===== config.mk =====
export PLATFORM = sky130hd
export DESIGN_NAME = pt_xlate
export DESIGN_NICKNAME = d
export VERILOG_FILES = /design/src/rtl/ptx_pkg.sv /design/src/rtl/ptx_ctrl.sv /design/src/rtl/ptx_agen.sv /design/src/rtl/ptx_check.sv /design/src/rtl/pt_xlate.sv
export SDC_FILE = /design/constraint.sdc
export NUM_CORES = 1
export LEC_CHECK = 0
export BUFFER_PORTS_ARGS = -buffer_cell sky130_fd_sc_hd__buf_4
export CORE_MARGIN = 2
export CORE_UTILIZATION = 51
export CTS_CLUSTER_DIAMETER = 100
export DETAILED_ROUTE_END_ITERATION = 10
export PLACE_DENSITY = 0.8
export RECOVER_POWER = 50
export SYNTH_ARGS = -nofsm -noshare
export SYNTH_HDL_FRONTEND = slang
export SYNTH_HIERARCHICAL = 1
export SYNTH_SLANG_ARGS = --single-unit

===== constraint.sdc =====
create_clock -name clk -period 2.9 [get_ports clk]
set_input_delay 0.145 -clock clk [delete_from_list [all_inputs] [get_ports clk]]
set_output_delay 0.145 -clock clk [all_outputs]
set_load 0.005 [all_outputs]

===== src/rtl/ptx_pkg.sv =====
package ptx_pkg;

    typedef enum logic [1:0] {
        FLT_NONE    = 2'd0,
        FLT_ABSENT  = 2'd1,
        FLT_NOWRITE = 2'd2,
        FLT_NOREAD  = 2'd3
    } flt_e;

    typedef enum logic [1:0] {
        ST_IDLE,
        ST_FETCH,
        ST_WAIT,
        ST_RESP
    } st_e;

    typedef struct packed {
        logic present;
        logic rd_ok;
        logic wr_ok;
    } pte_flags_t;

    function automatic flt_e judge(pte_flags_t f, logic is_wr);
        if (!f.present)            return FLT_ABSENT;
        else if (is_wr && !f.wr_ok) return FLT_NOWRITE;
        else if (!is_wr && !f.rd_ok) return FLT_NOREAD;
        else                        return FLT_NONE;
    endfunction

endpackage


===== src/rtl/ptx_ctrl.sv =====
module ptx_ctrl
    import ptx_pkg::*;
(
    input  logic clk,
    input  logic rst,
    input  logic req_valid,
    input  logic mem_rvalid,
    output logic req_ready,
    output logic accept,
    output logic mem_rd,
    output logic take_entry,
    output logic rsp_valid
);
    st_e st;

    assign req_ready  = (st == ST_IDLE);
    assign accept     = req_ready && req_valid;
    assign mem_rd     = (st == ST_FETCH);
    assign take_entry = (st == ST_WAIT) && mem_rvalid;
    assign rsp_valid  = (st == ST_RESP);

    always_ff @(posedge clk) begin
        if (rst) begin
            st <= ST_IDLE;
        end else begin
            unique case (st)
                ST_IDLE:  if (req_valid) st <= ST_FETCH;
                ST_FETCH: st <= ST_WAIT;
                ST_WAIT:  if (mem_rvalid) st <= ST_RESP;
                ST_RESP:  st <= ST_IDLE;
                default:  st <= ST_IDLE;
            endcase
        end
    end


    strobe_once_chk: assert property (@(posedge clk) disable iff (rst)
        accept |=> (mem_rd ##1 !mem_rd));


    rsp_pulse_chk: assert property (@(posedge clk) disable iff (rst)
        take_entry |=> (rsp_valid ##1 !rsp_valid));


    ready_back_chk: assert property (@(posedge clk) disable iff (rst)
        rsp_valid |=> req_ready);

endmodule


===== src/rtl/ptx_agen.sv =====
module ptx_agen #(
    parameter int VPN_W       = 5,
    parameter int ADDR_W      = 32,
    parameter int ENTRY_BYTES = 4
) (
    input  logic              clk,
    input  logic              rst,
    input  logic              cfg_we,
    input  logic [ADDR_W-1:0] cfg_base,
    input  logic              load,
    input  logic              hold,
    input  logic [VPN_W-1:0]  vpn,
    output logic [ADDR_W-1:0] mem_addr
);
    localparam int SHIFT = $clog2(ENTRY_BYTES);

    logic [ADDR_W-1:0] base_q;
    logic [ADDR_W-1:0] scaled;

    assign scaled = ADDR_W'(vpn) << SHIFT;

    always_ff @(posedge clk) begin
        if (rst) begin
            base_q   <= '0;
            mem_addr <= '0;
        end else begin
            if (cfg_we) base_q <= cfg_base;
            if (load)   mem_addr <= base_q + scaled;
        end
    end


    addr_hold_chk: assert property (@(posedge clk) disable iff (rst)
        hold |=> $stable(mem_addr));

endmodule


===== src/rtl/ptx_check.sv =====
module ptx_check
    import ptx_pkg::*;
#(
    parameter int DATA_W = 32,
    parameter int PFN_W  = 3
) (
    input  logic [DATA_W-1:0] pte,
    input  logic              is_wr,
    output flt_e              code,
    output logic [PFN_W-1:0]  pfn
);
    pte_flags_t flags;

    assign flags = '{present: pte[DATA_W-1], rd_ok: pte[DATA_W-2], wr_ok: pte[DATA_W-3]};
    assign code  = judge(flags, is_wr);
    assign pfn   = pte[PFN_W-1:0];


    always_comb begin
        absent_first_chk: assert (pte[DATA_W-1] || code == FLT_ABSENT);
    end

endmodule


===== src/rtl/pt_xlate.sv =====
module pt_xlate
    import ptx_pkg::*;
#(
    parameter int VPN_W       = 5,
    parameter int PFN_W       = 3,
    parameter int OFF_W       = 10,
    parameter int ADDR_W      = 32,
    parameter int DATA_W      = 32,
    parameter int ENTRY_BYTES = 4
) (
    input  logic                   clk,
    input  logic                   rst,
    input  logic                   cfg_we,
    input  logic [ADDR_W-1:0]      cfg_base,
    input  logic                   req_valid,
    output logic                   req_ready,
    input  logic [VPN_W+OFF_W-1:0] req_vaddr,
    input  logic                   req_write,
    output logic                   rsp_valid,
    output logic                   rsp_fault,
    output logic [1:0]             rsp_code,
    output logic [PFN_W+OFF_W-1:0] rsp_paddr,
    output logic                   mem_rd,
    output logic [ADDR_W-1:0]      mem_addr,
    input  logic                   mem_rvalid,
    input  logic [DATA_W-1:0]      mem_rdata
);
    localparam int PA_W = PFN_W + OFF_W;

    logic             accept;
    logic             take_entry;
    logic [OFF_W-1:0] off_q;
    logic             wr_q;
    flt_e             code_c;
    logic [PFN_W-1:0] pfn_c;
    logic             waiting;

    assign waiting = !req_ready && !rsp_valid && !mem_rd;

    ptx_ctrl u_ctrl (
        .clk        (clk),
        .rst        (rst),
        .req_valid  (req_valid),
        .mem_rvalid (mem_rvalid),
        .req_ready  (req_ready),
        .accept     (accept),
        .mem_rd     (mem_rd),
        .take_entry (take_entry),
        .rsp_valid  (rsp_valid)
    );

    ptx_agen #(
        .VPN_W       (VPN_W),
        .ADDR_W      (ADDR_W),
        .ENTRY_BYTES (ENTRY_BYTES)
    ) u_agen (
        .clk      (clk),
        .rst      (rst),
        .cfg_we   (cfg_we),
        .cfg_base (cfg_base),
        .load     (accept),
        .hold     (waiting && !take_entry),
        .vpn      (req_vaddr[VPN_W+OFF_W-1:OFF_W]),
        .mem_addr (mem_addr)
    );

    ptx_check #(
        .DATA_W (DATA_W),
        .PFN_W  (PFN_W)
    ) u_check (
        .pte   (mem_rdata),
        .is_wr (wr_q),
        .code  (code_c),
        .pfn   (pfn_c)
    );

    always_ff @(posedge clk) begin
        if (rst) begin
            off_q     <= '0;
            wr_q      <= 1'b0;
            rsp_fault <= 1'b0;
            rsp_code  <= FLT_NONE;
            rsp_paddr <= '0;
        end else begin
            if (accept) begin
                off_q <= req_vaddr[OFF_W-1:0];
                wr_q  <= req_write;
            end
            if (take_entry) begin
                rsp_code  <= code_c;
                rsp_fault <= (code_c != FLT_NONE);
                rsp_paddr <= (code_c == FLT_NONE) ? {pfn_c, off_q} : PA_W'(0);
            end
        end
    end


    reset_idle_chk: assert property (@(posedge clk)
        rst |=> (req_ready && !rsp_valid && !mem_rd));


    fault_code_chk: assert property (@(posedge clk) disable iff (rst)
        rsp_valid |-> (rsp_fault == (rsp_code != 2'd0)));


    fault_zero_pa_chk: assert property (@(posedge clk) disable iff (rst)
        (rsp_valid && rsp_fault) |-> (rsp_paddr == '0));


    busy_ready_chk: assert property (@(posedge clk) disable iff (rst)
        accept |=> !req_ready);

endmodule


# Word level (Yosys, flattened, before mapping)
# Cells that the tools add are included.
# totals
reg_bits	93
output_inout_bits	51
elab_cells	32
# op_classes
add_sub_neg	1
eq_ne	5
muxes	7
n_reduce_logical	11
# op_table
cell	n
32-bit by 7-bit adder with 32-bit output	1
13-bit two-way mux	1
2-bit two-way mux	5
2-bit case mux with 4 select lines	1
2-bit equality test, second input constant	2
1-bit logical AND	4
2-bit zero test	2
2-bit inequality test, second input constant	2
1-bit zero test	3
2-bit by 1-bit equality test with 1-bit output, second input constant	1
2-bit AND reduction	1
2-bit nonzero test	1

# Logic depth before layout (Yosys ltp)
# Gate-level depths: netlist of run 1.
# depth
word_depth	7
mapped_depth	9
depth_no_buf	8

# By module
# Netlist of run 1, hierarchy kept.
# modules_own_cells
mod	n_inst	cells_each	area_each_um2	seq_area_each_um2
ptx_agen	1	325	3075.4	1281.2
pt_xlate	1	105	1113.6	540.5
ptx_ctrl	1	20	183.9	40.0
ptx_check	1	6	43.8	0.0

# Worst setup path before layout of run 1
# Ideal clock, no wire load.
# synth_timing
path_type	register to register
startpoint	reg u_agen.base_q[2]
endpoint	reg u_agen.mem_addr[24]
setup_time_ps	123
t_arrival_ps	1965
t_required_ps	2777
setup_slack_ps	812
stages_incl_launch_ff	10
period_less_slack_ps	2088
path_cell_list	dfxtp_1 ha_1 inv_1 fa_1 nor2b_1 o2111ai_1 buf_2 a211oi_1 xnor2_1 o21ai_1
# synth_between
elab_chain_len	1
# synth_lines
item	line	rtl
from (decl)	ptx_agen.sv:17	logic [ADDR_W-1:0] base_q;
from (signal assigned)	ptx_agen.sv:27	if (cfg_we) base_q <= cfg_base;
32-bit by 7-bit adder with 32-bit output	ptx_agen.sv:28	if (load) mem_addr <= base_q + scaled;
to (signal assigned)	ptx_agen.sv:28	
to (decl)	ptx_agen.sv:13	output logic [ADDR_W-1:0] mem_addr
# Every way passes these cells.
# A chain may end at the register's enable or synchronous reset.

# Worst setup path in the final report of run 1
# layout_timing
startpoint	reg u_agen.base_q[2]
endpoint	reg u_agen.mem_addr[30]
# The elaborated chain is that of the path after synthesis.

==> results by group, run 1 <==
Setup path
  – Register-to-register setup slack: 0.52 ns
  – Worst path max stage delay: 0.43 ns
  – Worst EP arrival: 2.66 ns
  – Crit Path Max Fanout: 12
  – Critical path endpoint category: flop
  – FF-to-FF End: u_agen/mem_addr[30]
  – WP data required: 3.19 ns
  – Worst R2R Start: u_agen/base_q[2]
  – CP max stage cell: a2111oi_2
  – Largest delay share family, worst path: compound AO/OA/AOI/OAI gates
  – CP startpoint kind: flop
  – Critical-path cell list: ha_1 > inv_1 > fa_1 > nor2b_1 > o2111ai_1 > buf_4 > a2111oi_2 > xnor2_1 > a211oi_1
  – Buf+Inv Stages, Crit Path: 2
  – Worst Setup Path Type: reg -> reg
  – Reg2reg path depth: 9

Detailed routing
  – WL per Instance: 15.10 um
  – Remaining DRCs: 0
  – Routed Antenna Nets: 0
  – Total number of vias: 3540
  – TritonRoute pass-1 iters: 4
  – Post-DR vias/cell: 5.405
  – Post-Route WL: 9.888 mm
  – Iteration-0 DRC Markers: 154

Logic synthesis
  – Synth warn: 6
  – Mean post-synth cell area: 9.680 um^2
  – Post-Syn Nets: 551
  – Gate Count Post-Synth: 455
  – Syn Std Cell Area: 4404 um^2

Power and ir drop
  – Max VDD drop: 0.0002608 V
  – Combinational share of power: 0.263
  – Internal Power: 0.002317 W
  – Clock power frac: 0.263
  – Static Leak: 2.134 nW
  – Switching Fraction: 0.3037
  – Sequential share of power: 0.474
  – Power Density: 618.5 nW/um^2
  – P_sw: 0.001011 W
  – Design Power: 0.003328 W

Clocking
  – CTS clk-pin slew, worst paths: 0.10 ns
  – H-tree depth: 3
  – Clk_lat worst skew: 0.36 ns
  – Post-CTS resize count: 0
  – Clk sinks: 93
  – CTS Buf Count: 9
  – CTS tree: done
  – Clk buf depth: 2
  – Clk root buf: clkbuf_8

Cells and area
  – # fillers: 709
  – Layout cells sized above 1: 0.2509
  – Area grow syn2layout: 22.16%
  – Reg area: 1862 um^2
  – Antenna fix cells: 0
  – Final layout net count: 641
  – Multi-input gate area: 2295 um^2

Global routing
  – Grt total ovfl: 0
  – GRT Total Usage: 0.2099
  – Initial antenna violation count: 0
  – Largest net degree at the start of global routing: 57
  – Vias in the first global route: 3410
  – First-pass GRT wire length: 16.28 mm

Min path
  – Hold path cells: 3
  – Hold endpoint: u_agen/base_q[0]
  – HP Start: cfg_base[0]
  – Hold Path Class: in -> reg

Timing
  – Setup Skew: 0.01025 ns
  – Slew @ Worst Pin: 2.372 ns
  – Setup_tns: 0 ns
  – Slew headroom: -0.5814
  – Slew Viols, Final: 33
  – Fmax: 420.9 MHz
  – Finish-stage setup viols: 0
  – Post-route minimum period: 2.376 ns
  – Min Hold Slack: 0.01152 ns
  – Final period util: 0.8193
  – RSZ-0062 raised after global routing: false
  – Hold Fails Final Rpt: 0

Floorplanning
  – Die W: 96.93 um
  – Full die area: 9395 um^2
  – CORE AREA: 8299 um^2
  – Initial Util: 0.5307
  – Row cnt: 33
  – Ports: 136
  – Die Y: 96.93 um

Run
  – Max Cap Violations: 1

Run status
  – Failing checks: capacitance limit, slew limit
  – Status: complete, but fails checks

Placed design
  – Dpl hpwl: 7.053 mm
  – PortBufs: 109
  – Placer Congestion: 0.8295
[power by group through the flow]
stage / combinational (W) / clock [W] / sequential (W)
after global routing: 0.000964 / 0.000951 / 0.00160
final: 0.000876 / 0.000875 / 0.00158
after detailed placement: 0.000901 / 0 / 0.00161
after floorplan: 0.000538 / 0 / 0.00159
after global placement: 0.000871 / 0 / 0.00160
after CTS: 0.000904 / 0.000892 / 0.00158
[worst max path at each step]
stage	end	slack (ns)	start	depth (start not counted)
floorplan	u_agen/mem_addr[24]	0.81	u_agen/base_q[2]	9
global placement	u_agen/mem_addr[30]	0.66	u_agen/base_q[2]	9
detailed placement	u_agen/mem_addr[30]	0.56	u_agen/base_q[2]	9
CTS	u_agen/mem_addr[30]	0.54	u_agen/base_q[2]	9
global route	u_agen/mem_addr[30]	0.41	u_agen/base_q[2]	9
finish	u_agen/mem_addr[30]	0.52	u_agen/base_q[2]	9
[through the flow]
stage,cell area [um^2],util,instances,setup WS (ns)
after floorplan,4404,-,455,0.8118
after detailed placement,5205,0.6272,638,0.5612
after global routing,5380,0.6483,655,0.4050
final,5380,0.6483,655,0.5240
after CTS,5414,0.6523,655,0.5356
after global placement,5205,0.6272,638,0.6558
[layer usage]
layer  global-route usage  routed length [um]
met1               0.2729                4396
met2               0.3542                4793
met3              0.04624                 579
met4              0.05417                 119
met5                    0                   0
[layout by cell type, fill, tap and decap left out, types with 2 or more instances in the layout]
cell and count:
a2111oi_1 2, a2111oi_2 3, a2111oi_4 2, a211oi_1 21, a211oi_2 7, a21o_1 3, a21oi_1 22, and2_1 2
and4_1 4, buf_4 73, clkbuf_1 10, clkbuf_4 32, clkbuf_8 9, clkinvlp_4 2, dfxtp_1 93, ha_1 10
inv_1 11, inv_6 2, mux2i_1 51, nand2_1 20, nand2b_1 19, nand3_1 9, nand4_1 3, nand4bb_1 13
nor2_1 72, o21ai_0 3, o21ai_1 3, o22ai_1 4, xnor2_1 26
[layout make-up]
cell class | instances | share of cell area
well taps | 105 | 0.02442
clock inverters | 6 | 0.01326
clock buffers | 10 | 0.02372
inverters | 11 | 0.007674
multi-input cells | 314 | 0.4265
repair buffers | 116 | 0.1584
flip-flops and latches | 93 | 0.3460
[sequential cells by signal, summed over array words and instances (netlist names)]
name             flops
rsp_code             2
wr_q                 1
u_agen/base_q       32
off_q               10
u_ctrl/st            2
u_agen/mem_addr     32
rsp_paddr           13
rsp_fault            1
[worst register-to-register path: stages (launching register included)]
cell and delay (ns):
dfxtp_1 0.35, ha_1 0.18, inv_1 0.06, fa_1 0.40, nor2b_1 0.17, o2111ai_1 0.14
buf_4 0.25, a2111oi_2 0.43, xnor2_1 0.11, a211oi_1 0.22
[what timing repair did]
action	CTS	global route
setup buffers	0	0
setup endpoints to repair	0	0
hold buffers	1	0
endpoints found under the hold margin	1	0
No activity file was read; power rests on OpenSTA's default activity.
==> run 2, diff against run 1 <==
Settings changed: ABC_AREA set to 1, CORE_UTILIZATION 51 to 52.
Clock period 2.9 ns to 2.2 ns, I/O delays scaled along.
==> run 2 against run 1 <==
The flow now finishes without violations. Clock-buffer cell count down 1. Global-route usage up 4.1 points. Die area up 6.1%. Non-clock buffer count up 22. Critical path type unchanged. Largest cell class unchanged.
==> results by group, run 2 <==
Clocking
  – CTS clk-pin slew, worst paths: 0.09 ns
  – CTS Buf Count: 9
  – Clk sinks: 93
  – CTS tree: done
  – Clk buf depth: 2
  – Clk_lat worst skew: 0.37 ns
  – H-tree depth: 3
  – Clk root buf: clkbuf_8

Setup path
  – Crit Path Max Fanout: 3
  – Critical path endpoint category: flop
  – WP data required: 2.52 ns
  – Worst EP arrival: 2.30 ns
  – Worst Setup Path Type: reg -> reg
  – CP startpoint kind: flop
  – Register-to-register setup slack: 0.21 ns

Detailed routing
  – WL per Instance: 13.02 um
  – Post-Route WL: 12.24 mm
  – Routed Antenna Nets: 0
  – TritonRoute pass-1 iters: 4
  – Iteration-0 DRC Markers: 262
  – Total number of vias: 4769
  – Remaining DRCs: 0
  – Post-DR vias/cell: 5.073

Run
  – Max Cap Violations: 0

Timing
  – Slew @ Worst Pin: 0.6950 ns
  – RSZ-0062 raised after global routing: false
  – Fmax: 503.5 MHz
  – Final setup margin: 0.2138 ns
  – Setup Skew: 0.01232 ns
  – Setup_tns: 0 ns
  – Hold Fails Final Rpt: 0
  – Final period util: 0.9028
  – Finish-stage setup viols: 0
  – Post-route minimum period: 1.986 ns
  – Slew headroom: 0.5367
  – Slew Viols, Final: 0

Global routing
  – Largest net degree at the start of global routing: 51
  – Initial antenna violation count: 0
  – Grt total ovfl: 0
  – First-pass GRT wire length: 20.36 mm
  – Vias in the first global route: 4568
  – GRT Total Usage: 0.2513

Power and ir drop
  – Static Leak: 2.809 nW
  – Design Power: 0.004867 W
  – Power Density: 818.8 nW/um^2
  – Max VDD drop: 0.0003961 V

Cells and area
  – Area grow syn2layout: 24.44%
  – Fin util: 0.6751
  – Most frequent cells in the layout: nand2_1, nor2_1, dfxtp_1
  – Largest regs: u_agen/base_q (32), u_agen/mem_addr (32), rsp_paddr (13)
  – Commonest non-fill, non-tap cell in the layout: nand2_1
  – Final layout net count: 923
  – Antenna fix cells: 0
  – Layout cells sized above 1: 0.1863
  – # fillers: 744

Min path
  – Hold Path Class: in -> reg

Logic synthesis
  – Post-Syn Nets: 805
  – Syn Std Cell Area: 4777 um^2
  – Mean post-synth cell area: 6.738 um^2
  – Gate Count Post-Synth: 709
  – Synth warn: 6

Floorplanning
  – Initial Util: 0.5425
  – CORE AREA: 8806 um^2
  – Full die area: 9969 um^2
  – Row cnt: 34
  – Ports: 136
  – Die Y: 99.85 um
  – Die W: 99.85 um

Placed design
  – Placer Congestion: 0.9476
  – Dpl hpwl: 8.550 mm
  – Pre-CTS setup slack: 0.2757 ns
  – PortBufs: 109

Run status
  – Status: finished, final reports clean
==> run 2: stage by stage <==
| stage | hold WS [ns] | instances | area, um^2 |
|---|---|---|---|
| 2_1_floorplan | 0.1791 | 709 | 4777 |
| 3_3_place_gp | 0.3374 | 901 | 5587 |
| 3_5_place_dp | 0.3430 | 901 | 5587 |
| 4_1_cts | 0.001362 | 939 | 5995 |
| 5_1_grt | 0.02122 | 940 | 5944 |
| 6_report | 0.01932 | 940 | 5944 |
==> run 2: power by group <==
| group | switching (W) | leakage, nW | internal, W |
|---|---|---|---|
| Sequential | 0.000202 | 0.766 | 0.00200 |
| Combinational | 0.000868 | 1.95 | 0.000707 |
| Clock | 0.000653 | 0.0967 | 0.000437 |
==> run 2: final timing paths <==
| kind | start | cells past startpoint | to |
|---|---|---|---|
| max | u_agen/base_q[2] | 12 | u_agen/mem_addr[30] |
| min | cfg_base[17] | 3 | u_agen/base_q[17] |
| max reg2reg | u_agen/base_q[2] | 12 | u_agen/mem_addr[30] |
| min reg2reg | u_agen/base_q[1] | 2 | u_agen/base_q[1] |
==> run 2: timing repair <==
action,in CTS,in global routing
resized for setup,0,0
endpoints found under the hold margin,22,1
hold buffers,22,1
setup buffers,0,0
==> run 2: final cells by class <==
class,instances,area [um^2],share of cell area
repair buffers,138,1059,0.1781
well taps,108,135.1,0.02273
clock inverters,7,63.81,0.01073
multi-input cells,497,2371,0.3989
inverters,88,330.3,0.05557
flip-flops and latches,93,1862,0.3132
clock buffers,9,123.9,0.02084
==> run 2: routing by layer <==
| metal | wire [um] | part of all wire | track usage | up-vias |
|---|---|---|---|---|
| met5 | 0 | 0 | 0 | - |
| met4 | 186 | 0.015 | 0.08957 | 0 |
| met3 | 742 | 0.061 | 0.05292 | 18 |
| li1 | - | - | - | 2449 |
| met2 | 5809 | 0.47 | 0.4272 | 163 |
| met1 | 5502 | 0.45 | 0.3165 | 2139 |
==> run 2: worst max-delay path, stage by stage (launching register included) <==
cell,delay (ns)
dfxtp_1,0.35
ha_1,0.19
inv_1,0.07
fa_1,0.41
inv_1,0.13
nand2_1,0.09
a21oi_1,0.24
nand2_1,0.11
nand2_1,0.10
nand3_1,0.08
nand3_1,0.09
nand2_1,0.05
inv_1,0.04
